$ cat src/rtl/lpic_pkg.sv
package lpic_pkg;

  // Clamp the level-width field to the number of implemented control bits.
  function automatic logic [3:0] clamp_nl(input logic [3:0] nl, input int unsigned impl);
    logic [3:0] lim;
    lim = 4'(impl);
    return (nl > lim) ? lim : nl;
  endfunction

  // Level: keep the top nl bits of the control byte, force the rest to one.
  function automatic logic [7:0] level_of(input logic [7:0] ctl_byte, input logic [3:0] nl);
    logic [7:0] keep;
    keep = ~(8'hFF >> nl);
    return (ctl_byte & keep) | ~keep;
  endfunction

  // Priority: the bits below the level bits.
  function automatic logic [7:0] prio_of(input logic [7:0] ctl_byte, input logic [3:0] nl);
    return ctl_byte & (8'hFF >> nl);
  endfunction

endpackage

$ cat src/rtl/lpic_src_slot.sv
module lpic_src_slot #(
  parameter int CTL_IMPL = 4
) (
  input  logic                clk,
  input  logic                rst_n,
  input  logic                src_i,
  input  logic                wr_pend_i,
  input  logic                wr_ie_i,
  input  logic                wr_attr_i,
  input  logic                wr_ctl_i,
  input  logic [2:0]          attr_d_i,
  input  logic [CTL_IMPL-1:0] ctl_d_i,
  input  logic                claim_i,
  output logic                pend_o,
  output logic                ie_o,
  output logic [2:0]          attr_o,
  output logic [CTL_IMPL-1:0] ctl_o,
  output logic                edge_evt_o
);

  logic src_prev_q;
  logic is_edge_mode;
  logic want_fall;

  assign is_edge_mode = attr_o[1];
  assign want_fall    = attr_o[2];

  // Selected edge seen between the previous and current sample.
  assign edge_evt_o = is_edge_mode &
                      (want_fall ? (src_prev_q & ~src_i) : (src_i & ~src_prev_q));

  always_ff @(posedge clk or negedge rst_n) begin
    if (!rst_n) begin
      src_prev_q <= 1'b0;
    end else begin
      src_prev_q <= src_i;
    end
  end

  always_ff @(posedge clk or negedge rst_n) begin
    if (!rst_n) begin
      pend_o <= 1'b0;
    end else if (!is_edge_mode) begin
      pend_o <= src_i;
    end else if (edge_evt_o) begin
      pend_o <= 1'b1;
    end else if (wr_pend_i) begin
      pend_o <= attr_d_i[0];
    end else if (claim_i) begin
      pend_o <= 1'b0;
    end
  end

  always_ff @(posedge clk or negedge rst_n) begin
    if (!rst_n) begin
      ie_o   <= 1'b0;
      attr_o <= 3'b000;
      ctl_o  <= '0;
    end else begin
      if (wr_ie_i)   ie_o   <= attr_d_i[0];
      if (wr_attr_i) attr_o <= attr_d_i;
      if (wr_ctl_i)  ctl_o  <= ctl_d_i;
    end
  end

endmodule

$ cat src/rtl/lpic_arb.sv
module lpic_arb #(
  parameter int NUM_SRC = 8,
  parameter int ID_W    = 3
) (
  input  logic [NUM_SRC-1:0]      cand_i,
  input  logic [NUM_SRC-1:0][7:0] lvl_i,
  input  logic [NUM_SRC-1:0][7:0] prio_i,
  output logic                    any_o,
  output logic [ID_W-1:0]         win_id_o,
  output logic [7:0]              win_lvl_o
);

  logic [15:0] best_key;

  // Ascending scan with >= so that a later (higher) source wins a full tie.
  always_comb begin
    any_o    = 1'b0;
    win_id_o = '0;
    best_key = '0;
    for (int i = 0; i < NUM_SRC; i++) begin
      if (cand_i[i] && (!any_o || {lvl_i[i], prio_i[i]} >= best_key)) begin
        any_o    = 1'b1;
        best_key = {lvl_i[i], prio_i[i]};
        win_id_o = ID_W'(i);
      end
    end
  end

  assign win_lvl_o = any_o ? best_key[15:8] : 8'h00;

endmodule

$ cat src/rtl/lvl_prio_irq_ctrl.sv
module lvl_prio_irq_ctrl
  import lpic_pkg::*;
#(
  parameter int NUM_SRC  = 8,
  parameter int CTL_IMPL = 4,
  localparam int ID_W    = $clog2(NUM_SRC)
) (
  input  logic               clk,
  input  logic               rst_n,
  input  logic [NUM_SRC-1:0] src_in,
  input  logic               reg_wr_en,
  input  logic               reg_rd_en,
  input  logic [12:0]        reg_addr,
  input  logic [7:0]         reg_wdata,
  output logic [7:0]         reg_rdata,
  input  logic               claim_ack,
  output logic               irq_req,
  output logic [ID_W-1:0]    irq_id,
  output logic [7:0]         irq_level,
  output logic               irq_vec
);

  localparam int          CTL_FILL  = 8 - CTL_IMPL;
  localparam logic [9:0]  NSRC_W    = 10'(NUM_SRC);
  localparam logic [31:0] INFO_WORD = {12'h000, 4'(CTL_IMPL), 16'(NUM_SRC)};

  // Global state
  logic [3:0] cfg_nl_q;
  logic [7:0] thr_q;
  logic [3:0] nl_eff;

  // Per-source state
  logic [NUM_SRC-1:0]               pend_q;
  logic [NUM_SRC-1:0]               ie_q;
  logic [NUM_SRC-1:0][2:0]          attr_q;
  logic [NUM_SRC-1:0][CTL_IMPL-1:0] ctl_q;
  logic [NUM_SRC-1:0]               edge_evt;
  logic [NUM_SRC-1:0]               attr_edge;
  logic [NUM_SRC-1:0][7:0]          src_lvl;
  logic [NUM_SRC-1:0][7:0]          src_prio;
  logic [NUM_SRC-1:0]               cand;
  logic [NUM_SRC-1:0]               claim_vec;

  // Decode
  logic       glb_space;
  logic [9:0] src_idx;
  logic       src_hit;
  logic [1:0] fld;
  logic       rd_reserved;
  logic [7:0] rd_mux;

  // Arbitration
  logic            win_any;
  logic [ID_W-1:0] win_id;
  logic [7:0]      win_lvl;

  assign glb_space = ~reg_addr[12];
  assign src_idx   = reg_addr[11:2];
  assign src_hit   = reg_addr[12] && (src_idx < NSRC_W);
  assign fld       = reg_addr[1:0];
  assign nl_eff    = clamp_nl(cfg_nl_q, CTL_IMPL);

  // Global registers
  always_ff @(posedge clk or negedge rst_n) begin
    if (!rst_n) begin
      cfg_nl_q <= 4'h0;
      thr_q    <= 8'h00;
    end else if (reg_wr_en && glb_space) begin
      if (reg_addr[11:0] == 12'h000) cfg_nl_q <= reg_wdata[4:1];
      if (reg_addr[11:0] == 12'h00B) thr_q    <= reg_wdata;
    end
  end

  // Source slots
  for (genvar g = 0; g < NUM_SRC; g++) begin : g_src
    logic sel;
    logic [7:0] ctl_byte;
    assign sel = reg_wr_en && src_hit && (src_idx == 10'(g));

    lpic_src_slot #(.CTL_IMPL(CTL_IMPL)) u_slot (
      .clk        (clk),
      .rst_n      (rst_n),
      .src_i      (src_in[g]),
      .wr_pend_i  (sel && fld == 2'd0),
      .wr_ie_i    (sel && fld == 2'd1),
      .wr_attr_i  (sel && fld == 2'd2),
      .wr_ctl_i   (sel && fld == 2'd3),
      .attr_d_i   (reg_wdata[2:0]),
      .ctl_d_i    (reg_wdata[7:CTL_FILL]),
      .claim_i    (claim_vec[g]),
      .pend_o     (pend_q[g]),
      .ie_o       (ie_q[g]),
      .attr_o     (attr_q[g]),
      .ctl_o      (ctl_q[g]),
      .edge_evt_o (edge_evt[g])
    );

    assign ctl_byte     = {ctl_q[g], {CTL_FILL{1'b1}}};
    assign src_lvl[g]   = level_of(ctl_byte, nl_eff);
    assign src_prio[g]  = prio_of(ctl_byte, nl_eff);
    assign cand[g]      = pend_q[g] & ie_q[g];
    assign attr_edge[g] = attr_q[g][1];
    assign claim_vec[g] = claim_ack && irq_req && (win_id == ID_W'(g));
  end

  lpic_arb #(.NUM_SRC(NUM_SRC), .ID_W(ID_W)) u_arb (
    .cand_i    (cand),
    .lvl_i     (src_lvl),
    .prio_i    (src_prio),
    .any_o     (win_any),
    .win_id_o  (win_id),
    .win_lvl_o (win_lvl)
  );

  assign irq_req   = win_any && (win_lvl > thr_q);
  assign irq_id    = win_id;
  assign irq_level = win_lvl;
  assign irq_vec   = attr_q[win_id][0];

  // Read multiplexer
  always_comb begin
    rd_mux      = 8'h00;
    rd_reserved = 1'b1;
    if (glb_space) begin
      case (reg_addr[11:0])
        12'h000: begin rd_mux = {3'b000, cfg_nl_q, 1'b0}; rd_reserved = 1'b0; end
        12'h004, 12'h005, 12'h006, 12'h007: begin
          rd_mux      = INFO_WORD[8*fld +: 8];
          rd_reserved = 1'b0;
        end
        12'h00B: begin rd_mux = thr_q; rd_reserved = 1'b0; end
        default: ;
      endcase
    end else if (src_hit) begin
      rd_reserved = 1'b0;
      for (int i = 0; i < NUM_SRC; i++) begin
        if (src_idx == 10'(i)) begin
          case (fld)
            2'd0:    rd_mux = {7'b0, pend_q[i]};
            2'd1:    rd_mux = {7'b0, ie_q[i]};
            2'd2:    rd_mux = {5'b0, attr_q[i]};
            default: rd_mux = {ctl_q[i], {CTL_FILL{1'b1}}};
          endcase
        end
      end
    end
  end

  always_ff @(posedge clk or negedge rst_n) begin
    if (!rst_n) begin
      reg_rdata <= 8'h00;
    end else if (reg_rd_en) begin
      reg_rdata <= rd_mux;
    end
  end

endmodule

$ cat config.mk
export PLATFORM = sky130hd
export DESIGN_NAME = lvl_prio_irq_ctrl
export DESIGN_NICKNAME = d
export VERILOG_FILES = /design/src/rtl/lpic_pkg.sv /design/src/rtl/lpic_src_slot.sv /design/src/rtl/lpic_arb.sv /design/src/rtl/lvl_prio_irq_ctrl.sv
export SDC_FILE = /design/constraint.sdc
export NUM_CORES = 1
export LEC_CHECK = 0
export ABC_AREA = 1
export BUFFER_PORTS_ARGS = -buffer_cell sky130_fd_sc_hd__buf_4
export CAP_MARGIN = 10
export CORE_MARGIN = 3
export CORE_UTILIZATION = 57
export CTS_CLUSTER_DIAMETER = 60
export DETAILED_ROUTE_END_ITERATION = 10
export PLACE_DENSITY = 0.78
export RECOVER_POWER = 50
export SYNTH_ARGS = -nofsm -noshare
export SYNTH_HDL_FRONTEND = slang
export SYNTH_SLANG_ARGS = --single-unit
$ cat constraint.sdc
create_clock -name clk -period 12.05 [get_ports clk]
set_input_delay 1.8075 -clock clk [delete_from_list [all_inputs] [get_ports clk]]
set_output_delay 1.8075 -clock clk [all_outputs]
set_load 0.01 [all_outputs]
# [Word-level counts from Yosys, hierarchy flattened]
# Cells that the tools add are included.
[totals] register_bits=100 latchBits=0 ram_bits=0 romBits=0 input_bits=34 out_inout_bits=21 memories=0
[op_classes] add_sub_neg=0 multipliers=0 div_mod_pow=0 order_cmp=11 n_eq_ne=30 shifts=2 mux=86 bitwise_logic=75 n_reduce_logical=81
[ops] op="case mux 8 bit (3 select lines)" n=9
[ops] op="AND 8 bit" n=16
[ops] op="two-way mux 16 bit" n=8
[ops] op="greater-or-equal comparator 16 bit" n=7
[ops] op="two-way mux 8 bit" n=11
[ops] op="bitwise OR 8 bit" n=8
[ops] op="logical AND 1 bit" n=60
[ops] op="two-way mux 1 bit" n=50
[ops] op="== test 12 x 3 -> 1 bit, second input constant" n=4
[ops] op="== test 10 x 3 -> 1 bit, second input constant" n=4
[ops] op="AND 1 bit" n=32
[ops] op="!= test 4 x 2 -> 1 bit, second input constant" n=8
[ops] op="variable part select 32 x 6 -> 8 bit, first input constant" n=1
[ops] op="== test 10 x 2 -> 1 bit, second input constant" n=2
[ops] op="inverter 1 bit" n=17
[ops] op="inverter 8 bit" n=2
[ops] op="== test 12 x 4 -> 1 bit, second input constant" n=1
[ops] op="== test 3 bit, second input constant" n=4
[ops] op="logical NOT 12 bit" n=1
[ops] op="two-way mux 3 bit" n=4
[ops] op="== test 10 x 1 -> 1 bit, second input constant" n=1
[ops] op="logical NOT 10 bit" n=1
[ops] op="less-than comparator 10 x 4 -> 1 bit, second input constant" n=1
[ops] op="binary-select mux 3 bit (select 3 bit)" n=1
[ops] op="16 further kinds" n=32

# [Logic depth before layout (Yosys ltp)]
# Gate-level depths: netlist of the first run.
[logic_depth] depth_word=44 depth_mapped=100

# [Modules after synthesis]
# From an unflattened synthesis of the first run, not the netlist that was laid out.
[hier_totals] cells_unflattened=1624 hier_area_um2=10839.1
[by_module_without_submodules] module="lpic_arb" instances=1 cells_per_inst=763 area_each_um2=4519.3
[by_module_without_submodules] module="lpic_src_slot" instances=8 cells_per_inst=36 area_each_um2=405.4
[by_module_without_submodules] module="lvl_prio_irq_ctrl" instances=1 cells_per_inst=573 area_each_um2=3076.7

# [Worst setup path before layout of the first run]
# OpenSTA, ideal clock, no wires.
[synth_path] path_kind="register -> output" startpoint="register cfg_nl_q[3]" endpoint="output port irq_req" t_arrival_ps=10306 setup_slack_ps=-64 stages_incl_launch_ff=87 cell_sequence="dfrtp_1 -> nor2_4 -> nand2_1 -> a21oi_1 -> inv_1 -> ha_1 -> nand2_1 -> inv_1 -> nand2_1 -> nand2_1 -> nor2_2 -> nand3_2 -> nand2_4 -> buf_8 -> nand2_1 -> and2_1 -> ha_1 -> a21o_1 -> [51 not listed] -> ha_1 -> a21oi_1 -> nor2_1 -> a211oi_1 -> nand3_4 -> nand2_4 -> inv_1 -> nor2_1 -> nand3_1 -> nand2_1 -> ha_1 -> a21oi_1 -> nor2_1 -> a211oi_1 -> o21ai_0 -> o31a_1 -> inv_1 -> nor2_1"
[synth_between] elab_chain_cells=38 word_cells_on_any_way=74
[synth_lines] element="from (decl)" line_no="lvl_prio_irq_ctrl.sv:28" rtl="logic [3:0] cfg_nl_q;"
[synth_lines] element="from (signal assigned)" line_no="lvl_prio_irq_ctrl.sv:69" rtl="if (reg_addr[11:0] == 12'h000) cfg_nl_q <= reg_wdata[4:1];"
[synth_lines] element="greater-than comparator 4 x 3 -> 1 bit" line_no="lpic_pkg.sv:7" rtl="return (nl > lim) ? lim : nl;"
[synth_lines] element="two-way mux 4 bit (*)" line_no="lpic_pkg.sv:7"
[synth_lines] element="right shift 8 x 4 -> 8 bit (*)" line_no="lpic_pkg.sv:13, lpic_pkg.sv:19"
[synth_lines] element="inverter 8 bit" line_no="lpic_pkg.sv:13" rtl="keep = ~(8'hFF >> nl);"
[synth_lines] element="AND 8 bit or inverter 8 bit (tied branches)" line_no="lpic_pkg.sv:14" rtl="return (ctl_byte & keep) | ~keep;"
[synth_lines] element="bitwise OR 8 bit" line_no="lpic_pkg.sv:14"
[synth_lines] element="two-way mux 16 bit" line_no="lpic_arb.sv:21" rtl="if (cand_i[i] && (!any_o || {lvl_i[i], prio_i[i]} >= best_key)) begin"
[synth_lines] element="greater-or-equal comparator 16 bit" line_no="lpic_arb.sv:21"
[synth_lines] element="[23 not listed]"
[synth_lines] element="greater-or-equal comparator 16 bit or logical NOT 1 bit (tied branches)" line_no="lpic_arb.sv:21"
[synth_lines] element="logical OR 1 bit" line_no="lpic_arb.sv:21"
[synth_lines] element="logical AND 1 bit" line_no="lpic_arb.sv:21"
[synth_lines] element="two-way mux 16 bit or two-way mux 1 bit (tied branches)" line_no="lpic_arb.sv:21"
[synth_lines] element="two-way mux 8 bit (*)" line_no="lpic_arb.sv:29" rtl="assign win_lvl_o = any_o ? best_key[15:8] : 8'h00;"
[synth_lines] element="net irq_level[5]" line_no="lvl_prio_irq_ctrl.sv:19" rtl="output logic [7:0] irq_level,"
[synth_lines] element="greater-than comparator 8 bit (*)" line_no="lvl_prio_irq_ctrl.sv:115" rtl="assign irq_req = win_any && (win_lvl > thr_q);"
[synth_lines] element="logical AND 1 bit (*)" line_no="lvl_prio_irq_ctrl.sv:115"
[synth_lines] element="to (decl)" line_no="lvl_prio_irq_ctrl.sv:17" rtl="output logic irq_req,"
# The timed path passes the listed nets; every way through them passes the cells marked *.

# [Worst setup path in the final report of the first run]
[layout_path] startpoint="register cfg_nl_q[3]" endpoint="output port irq_req"
[layout_between] elab_chain_cells=38 word_cells_on_any_way=74
[layout_lines] element="greater-than comparator 4 x 3 -> 1 bit" line_no="lpic_pkg.sv:7"
[layout_lines] element="two-way mux 4 bit (*)" line_no="lpic_pkg.sv:7"
[layout_lines] element="right shift 8 x 4 -> 8 bit (*)" line_no="lpic_pkg.sv:13, lpic_pkg.sv:19"
[layout_lines] element="inverter 8 bit" line_no="lpic_pkg.sv:13"
[layout_lines] element="AND 8 bit or inverter 8 bit (tied branches)" line_no="lpic_pkg.sv:14"
[layout_lines] element="bitwise OR 8 bit" line_no="lpic_pkg.sv:14"
[layout_lines] element="two-way mux 16 bit" line_no="lpic_arb.sv:21"
[layout_lines] element="greater-or-equal comparator 16 bit" line_no="lpic_arb.sv:21"
[layout_lines] element="[22 not listed]"
[layout_lines] element="two-way mux 16 bit or two-way mux 1 bit (tied branches)" line_no="lpic_arb.sv:21"
[layout_lines] element="greater-or-equal comparator 16 bit or logical NOT 1 bit (tied branches)" line_no="lpic_arb.sv:21"
[layout_lines] element="logical OR 1 bit" line_no="lpic_arb.sv:21"
[layout_lines] element="logical AND 1 bit" line_no="lpic_arb.sv:21"
[layout_lines] element="two-way mux 16 bit or two-way mux 1 bit (tied branches)" line_no="lpic_arb.sv:21"
[layout_lines] element="two-way mux 8 bit" line_no="lpic_arb.sv:29"
[layout_lines] element="greater-than comparator 8 bit" line_no="lvl_prio_irq_ctrl.sv:115"
[layout_lines] element="logical AND 1 bit (*)" line_no="lvl_prio_irq_ctrl.sv:115"
# Mark *: on every way between the ends. The rest lies on a longest branch, timed or not.

==> results of run 1 <==
## Yosys cell counts, types with 5 or more instances
library cell,count,share of area
dfrtp_1,100,0.28
a31oi_1,6,0.0042
nand3_1,91,0.051
o211ai_1,7,0.0059
a21oi_1,57,0.032
inv_2,9,0.0038
o21a_1,5,0.0042
o21ai_0,142,0.080
o21ai_2,8,0.0078
clkbuf_1,11,0.0046
nor3_1,9,0.0050
nand4_1,14,0.0098
and2_1,15,0.011
inv_1,169,0.071
ha_1,88,0.12
nor2_2,7,0.0049
nand2_2,12,0.0084
nand2_1,370,0.16
nor2_1,131,0.055
nand2_4,11,0.014
o22ai_1,5,0.0035
## power breakdown
part           total (mW)  switching, mW  internal [mW]  leakage, nW
clock network       0.301          0.121          0.180        0.148
registers           0.344        0.00315          0.340         1.33
logic               0.259          0.150          0.109         4.25
## state kept, by name (all words and copies together), names as in the netlist
signal,flops
thr_q,8
reg_rdata,8
g_src.u_slot.ctl_o,32
cfg_nl_q,4
g_src.u_slot.ie_o,8
g_src.u_slot.pend_o,8
g_src.u_slot.src_prev_q,8
g_src.u_slot.attr_o,24
## worst min-delay path, stage by stage (launching register included)
cell,delay [ns]
dfrtp_1,0.34
nand2_1,0.05
o21ai_0,0.06
## per-layer routing
metal,up-vias,part of all wire,global-route usage
met5,-,0,0
li1,4739,-,-
met2,619,0.48,0.532
met3,153,0.086,0.0371
met1,4785,0.39,0.412
met4,0,0.046,0.128
## cell type report
type | instances | area, um2
clock inverters | 5 | 77.6
repair inverters | 1 | 6.26
clock buffers | 10 | 229
well taps | 211 | 264
inverters | 183 | 724
flip-flops and latches | 100 | 2500
multi-input cells | 1047 | 6910
repair buffers | 181 | 1390
fillers | 984 | 3150
## cells by family (layout without fill, tap and decap cells)
| family | after synthesis | in the layout | synth area share |
|---|---|---|---|
| mux | 2 | 2 | 0.00224 |
| flops | 100 | 100 | 0.280 |
| compound gates | 253 | 253 | 0.159 |
| fa+ha+maj | 88 | 88 | 0.123 |
| buf+inv | 206 | 380 | 0.0942 |
| simple gates | 678 | 680 | 0.340 |
| other cells | 2 | 24 | 0.000841 |
## what timing repair did
item                                   in CTS  in global routing
hold buffers                                0                  0
resized for setup                          86                205
endpoints found under the hold margin       0                  0
buffers inserted                           14                 12
pin swaps                                  33                119
cloned                                      1                  4
setup endpoints to repair                   9                 17
## metrics by stage
step | util | TNS (ns)
after floorplan | - | 0
after global placement | 0.675 | -0.171
after detailed placement | 0.675 | -0.657
after CTS | 0.721 | -0.568
after global routing | 0.793 | -11.66
final | 0.793 | -4.50
## worst max path at each step
stage / cells after the start / slack [ns] / endpoint / start
floorplan: 89 / 0.03 / irq_req / cfg_nl_q[3]
global placement: 85 / -0.17 / irq_req / cfg_nl_q[2]
detailed placement: 91 / -0.49 / irq_req / cfg_nl_q[3]
CTS: 92 / -0.45 / irq_req / cfg_nl_q[2]
global route: 90 / -1.66 / irq_req / cfg_nl_q[3]
finish: 87 / -1.05 / irq_req / cfg_nl_q[3]
==> impl_metrics.yaml, run 1 <==
synth:
  ys_seq_area_frac: 0.280
  syn_area_per_cell_um2: 6.72
  synth.cell_area_um2: 8930
  async_flop_share: 1.00
  ys_ff_latch: 100
  synth_ff_type: "dfrtp_1"
  synth_edf_count: 0
  synthCells: 1329
  yosysUniqueCellTypes: 49
  yosys_warnings: 0
clocking:
  cts_sinks: 100
  htree_levels: 3
  clock_latency_ns: 0.35
  path_clk_slew_ns: 0.07
  root_buffer: "clkbuf_16"
  cts_buffers: 9
  cts.path.max_buffers: 2
  cts_tree: "built"
global_route:
  grt_use_total: 0.314
  grt_max_degree: 84
  grt_pass1_wl_mm: 44.9
  antenna_found_initial: 0
  grt_pass1_vias: 9342
  overflow: 0
sta:
  relSlewSlack: -1.97
  timing.final.crit_share: 1.09
  fin_ws_ns: -1.05
  max_freq_ghz: 0.0763
  setup_violations: 9
  maxSlewViolCount: 84
  grt_setup_unrepaired: "true"
  hold_violations: 0
  period_minus_slack_ns: 13.10
  whs_ns: 0.487
  fin_skew_ns: 0.00685
  tightest_slew_ns: 4.45
worst_hold_path:
  hold_path_startpoint: "thr_q[1]"
  hold_depth: 2
  hold_path.class: "reg -> reg"
  hold_end: "thr_q[1]"
critical_path:
  r2r-start: "cfg_nl_q[3]"
  path_max_fanout: 8
  cp-end-kind: "output port"
  r2r_slack_ns: 0.33
  cp_slowest_cell: "dfrtp_1"
  critical_path_required_ns: 10.24
  critPathKind: "reg -> out"
  worst-r2r-cell-count: 93
  cp_num_buf_inv: 13
  cpMostUsedCell: "nand2_2"
  crit_arrival_ns: 11.29
  r2r_end: "g_src[2].u_slot.pend_o"
  cp_top_family: "simple AND/OR/NAND/NOR gates"
  startpoint_type: "flip-flop"
  slowest_delay_ns: 0.41
routing:
  drc: 0
  drt_iter0_drc: 1183
  routedWlPerCell_um: 18.5
  postRouteAntennaNets: 0
  routed_wl_mm: 32.1
  vias: 10296
  vias_per_cell: 5.92
  firstDrtPassIters: 8
cells_and_area:
  final_layout_size_suffix_gt1_frac: 0.286
  post-route-cell-area_um2: 12100
  area_growth_pct: 35.6
  nNetsFinal: 1645
  final_cell_count_no_fill: 1738
  final_cell_mix: "319 x nand2_1, 159 x inv_1, 144 x buf_4"
  layout_commonest_cell: "nand2_1"
  diodes: 0
floorplan:
  die_area_um2: 17200
  die_y_um: 131
  initial_core_util: 0.585
  num_rows: 45
  dieWidth_um: 131
  core_area_um2: 15300
  num_io_pins: 55
placed_design:
  port_buffers: 54
  preCtsSetupSlack_ns: -0.493
  dp_cells: 1692
  place_congestion: 0.986
  dp_hpwl_mm: 21.0
  dpl-instance-area_um2: 10300
power:
  powerDensity_nw_per_um2: 74.7
  fin_total_pwr_mw: 0.904
  p_leak_nw: 5.72
  ir_worst_vdd_uv: 83.2
run_status:
  status: "complete, but fails checks"
  violations: "capacitance limit, slew limit, setup timing"
flow_run:
  cap_viol_max_count: 1
(Power assumes the default switching activity.)
==> inputs of run 2 (changes only) <==
--- a/config.mk
+++ b/config.mk
@@ -5,14 +5,13 @@
 export SDC_FILE = /design/constraint.sdc
 export NUM_CORES = 1
 export LEC_CHECK = 0
-export ABC_AREA = 1
 export BUFFER_PORTS_ARGS = -buffer_cell sky130_fd_sc_hd__buf_4
 export CAP_MARGIN = 10
 export CORE_MARGIN = 3
-export CORE_UTILIZATION = 57
+export CORE_UTILIZATION = 56
 export CTS_CLUSTER_DIAMETER = 60
 export DETAILED_ROUTE_END_ITERATION = 10
-export PLACE_DENSITY = 0.78
+export PLACE_DENSITY = 0.77
 export RECOVER_POWER = 50
 export SYNTH_ARGS = -nofsm -noshare
 export SYNTH_HDL_FRONTEND = slang
==> impl_metrics.yaml, run 2 <==
flow_run:
  cap_viol_max_count: 2
synth:
  async_flop_share: 1.00
  yosysTopAreaCell: "dfrtp_1"
  synthTopCellsByCount: "106 x nor2_1, 100 x dfrtp_1, 95 x mux2_2"
  synthCells: 945
  synth_top_area_frac: 0.297
  synth.cell_area_um2: 8440
  ys_ff_latch: 100
  yosysUniqueCellTypes: 68
  ys_seq_area_frac: 0.297
  synth_edf_count: 0
  synth_ff_type: "dfrtp_1"
  yosys_warnings: 0
  yosysMostFrequentCell: "nor2_1"
  syn_area_per_cell_um2: 8.93
  synth.area.top_cells: "dfrtp_1 30%, ha_1 13%, mux2_2 13%, nor2_1 4.7%, a21oi_1 3.7%"
routing:
  postRouteAntennaNets: 0
  firstDrtPassIters: 8
  routedWlPerCell_um: 22.1
  routed_wl_mm: 30.2
  drt_iter0_drc: 1001
  vias_per_cell: 6.59
  vias: 9000
  drc: 0
cells_and_area:
  layout_commonest_cell: "buf_4"
  num-fill-cells: 893
  diodes: 0
  largest_reg_flops: 32
  post-route-cell-area_um2: 11600
  reg_top3: "g_src.u_slot.ctl_o: 32 flops, g_src.u_slot.attr_o: 24 flops"
  final-seq-area_um2: 2500
  regMostFlops: "g_src.u_slot.ctl_o"
  utilization: 0.793
  multi_input_area_um2: 6550
  area_growth_pct: 37.6
  final_layout_size_suffix_gt1_frac: 0.420
  final_cell_mix: "200 x buf_4, 99 x dfrtp_1, 95 x nor2_1"
  nNetsFinal: 1300
sta:
  timing.final.crit_share: 1.27
  fin_ws_ns: -3.28
  relSlewSlack: -1.37
  fin_skew_ns: 0.00631
  period_minus_slack_ns: 15.33
  maxSlewViolCount: 103
  setup_violations: 17
  grt_setup_unrepaired: "true"
  hold_violations: 0
  max_freq_ghz: 0.0652
  tightest_slew_ns: 3.55
clocking:
  cts_tree: "built"
  root_buffer: "clkbuf_16"
  cts_sinks: 100
  path_clk_slew_ns: 0.07
  cts_buffers: 9
  clock_latency_ns: 0.35
  htree_levels: 3
  ctsHoldBuffers: 0
  cts.path.max_buffers: 2
worst_hold_path:
  hold_path.class: "reg -> reg"
floorplan:
  initial_core_util: 0.576
  core_area_um2: 14600
  die_area_um2: 16600
  num_rows: 44
  die_y_um: 129
  num_io_pins: 55
  dieWidth_um: 129
critical_path:
  cpMostUsedCell: "ha_4"
  cp_slowest_cell: "or3_4"
  critical_path_required_ns: 10.24
  crit_arrival_ns: 13.52
  cp-end-kind: "output port"
  startpoint_type: "flip-flop"
  slowest_delay_ns: 0.42
  critPathKind: "reg -> out"
  path_max_fanout: 8
global_route:
  grt_use_total: 0.326
  grt_pass1_wl_mm: 42.8
  grt_pass1_vias: 8504
  overflow: 0
  antenna_found_initial: 0
  grt_max_degree: 68
run_status:
  violations: "capacitance limit, slew limit, setup timing"
  status: "complete, but fails checks"
placed_design:
  port_buffers: 54
  dpl-instance-area_um2: 10100
  place_congestion: 0.976
  dp_hpwl_mm: 19.5
power:
  powerDensity_nw_per_um2: 60.5
  ir_worst_vdd_uv: 109
  p_leak_nw: 5.24
run 2: critical path, delay by kind of cell (launching register included):
kind                       cells  cell delay, ns
DFF                            1            0.41
AOI/OAI and AO/OA             31            6.00
muxes                          3            1.02
and+or+nand+nor               14            1.80
buffers and inverters         14            2.02
adders and majority gates      8            1.95
run 2: final timing paths:
kind                              start                      to  slack [ns]  cells after the start
min reg2reg                reg_rdata[4]            reg_rdata[4]        0.53                      2
max reg2reg                 cfg_nl_q[2]  g_src[4].u_slot.pend_o       -1.98                     74
max                         cfg_nl_q[2]                 irq_req       -3.28                     70
max in group asynchronous         rst_n             cfg_nl_q[3]        5.67                      2
min in group asynchronous         rst_n            reg_rdata[5]        1.97                      1
min                        reg_rdata[4]            reg_rdata[4]        0.53                      2
run 2: timing repair:
action,in CTS,in global routing
setup buffers,49,20
pin swaps,30,87
resized for setup,66,99
endpoints found under the setup margin,17,17
gates cloned,1,0
run 2: stage by stage:
| stage | cells | TNS (ns) | hold WS (ns) | power (mW) | worst slack (ns) |
|---|---|---|---|---|---|
| after floorplan | 967 | -18.54 | 0.498 | 0.386 | -2.07 |
| after CTS | 1348 | -21.67 | 0.537 | 0.702 | -2.28 |
| after global placement | 1285 | -20.62 | 0.509 | 0.418 | -2.01 |
| final | 1366 | -38.16 | 0.533 | 0.703 | -3.28 |
| after global routing | 1366 | -44.30 | 0.551 | 0.724 | -3.65 |
| after detailed placement | 1285 | -25.11 | 0.522 | 0.420 | -2.29 |
run 2: layer usage:
| layer | track usage | part of all wire | vias to the layer above |
|---|---|---|---|
| met5 | 0 | 0 | - |
| met4 | 0.120 | 0.049 | 0 |
| met3 | 0.0598 | 0.093 | 162 |
| met2 | 0.547 | 0.48 | 595 |
| met1 | 0.422 | 0.37 | 4319 |
| li1 | - | - | 3924 |
run 2: logic make-up after synthesis:
logic type / count (synthesis) / share of synthesized area
other: 2 / 0.000890
DFF: 100 / 0.297
muxes: 113 / 0.159
adders and majority gates: 88 / 0.130
and+or+nand+nor: 302 / 0.173
buffers and inverters: 87 / 0.0423
AOI/OAI and AO/OA: 253 / 0.198
run 2: layout make-up:
type / instances / area share
Inverter: 43 / 0.0141
Tap cell: 184 / 0.0198
Clock inverter: 2 / 0.00302
Sequential cell: 100 / 0.216
Timing Repair Buffer: 244 / 0.162
Clock buffer: 13 / 0.0215
Multi-Input combinational cell: 780 / 0.564
run 2: power breakdown:
part	switching [mW]	internal, mW
registers	0.00497	0.340
clock network	0.121	0.165
logic	0.0460	0.0248
total	0.172	0.531
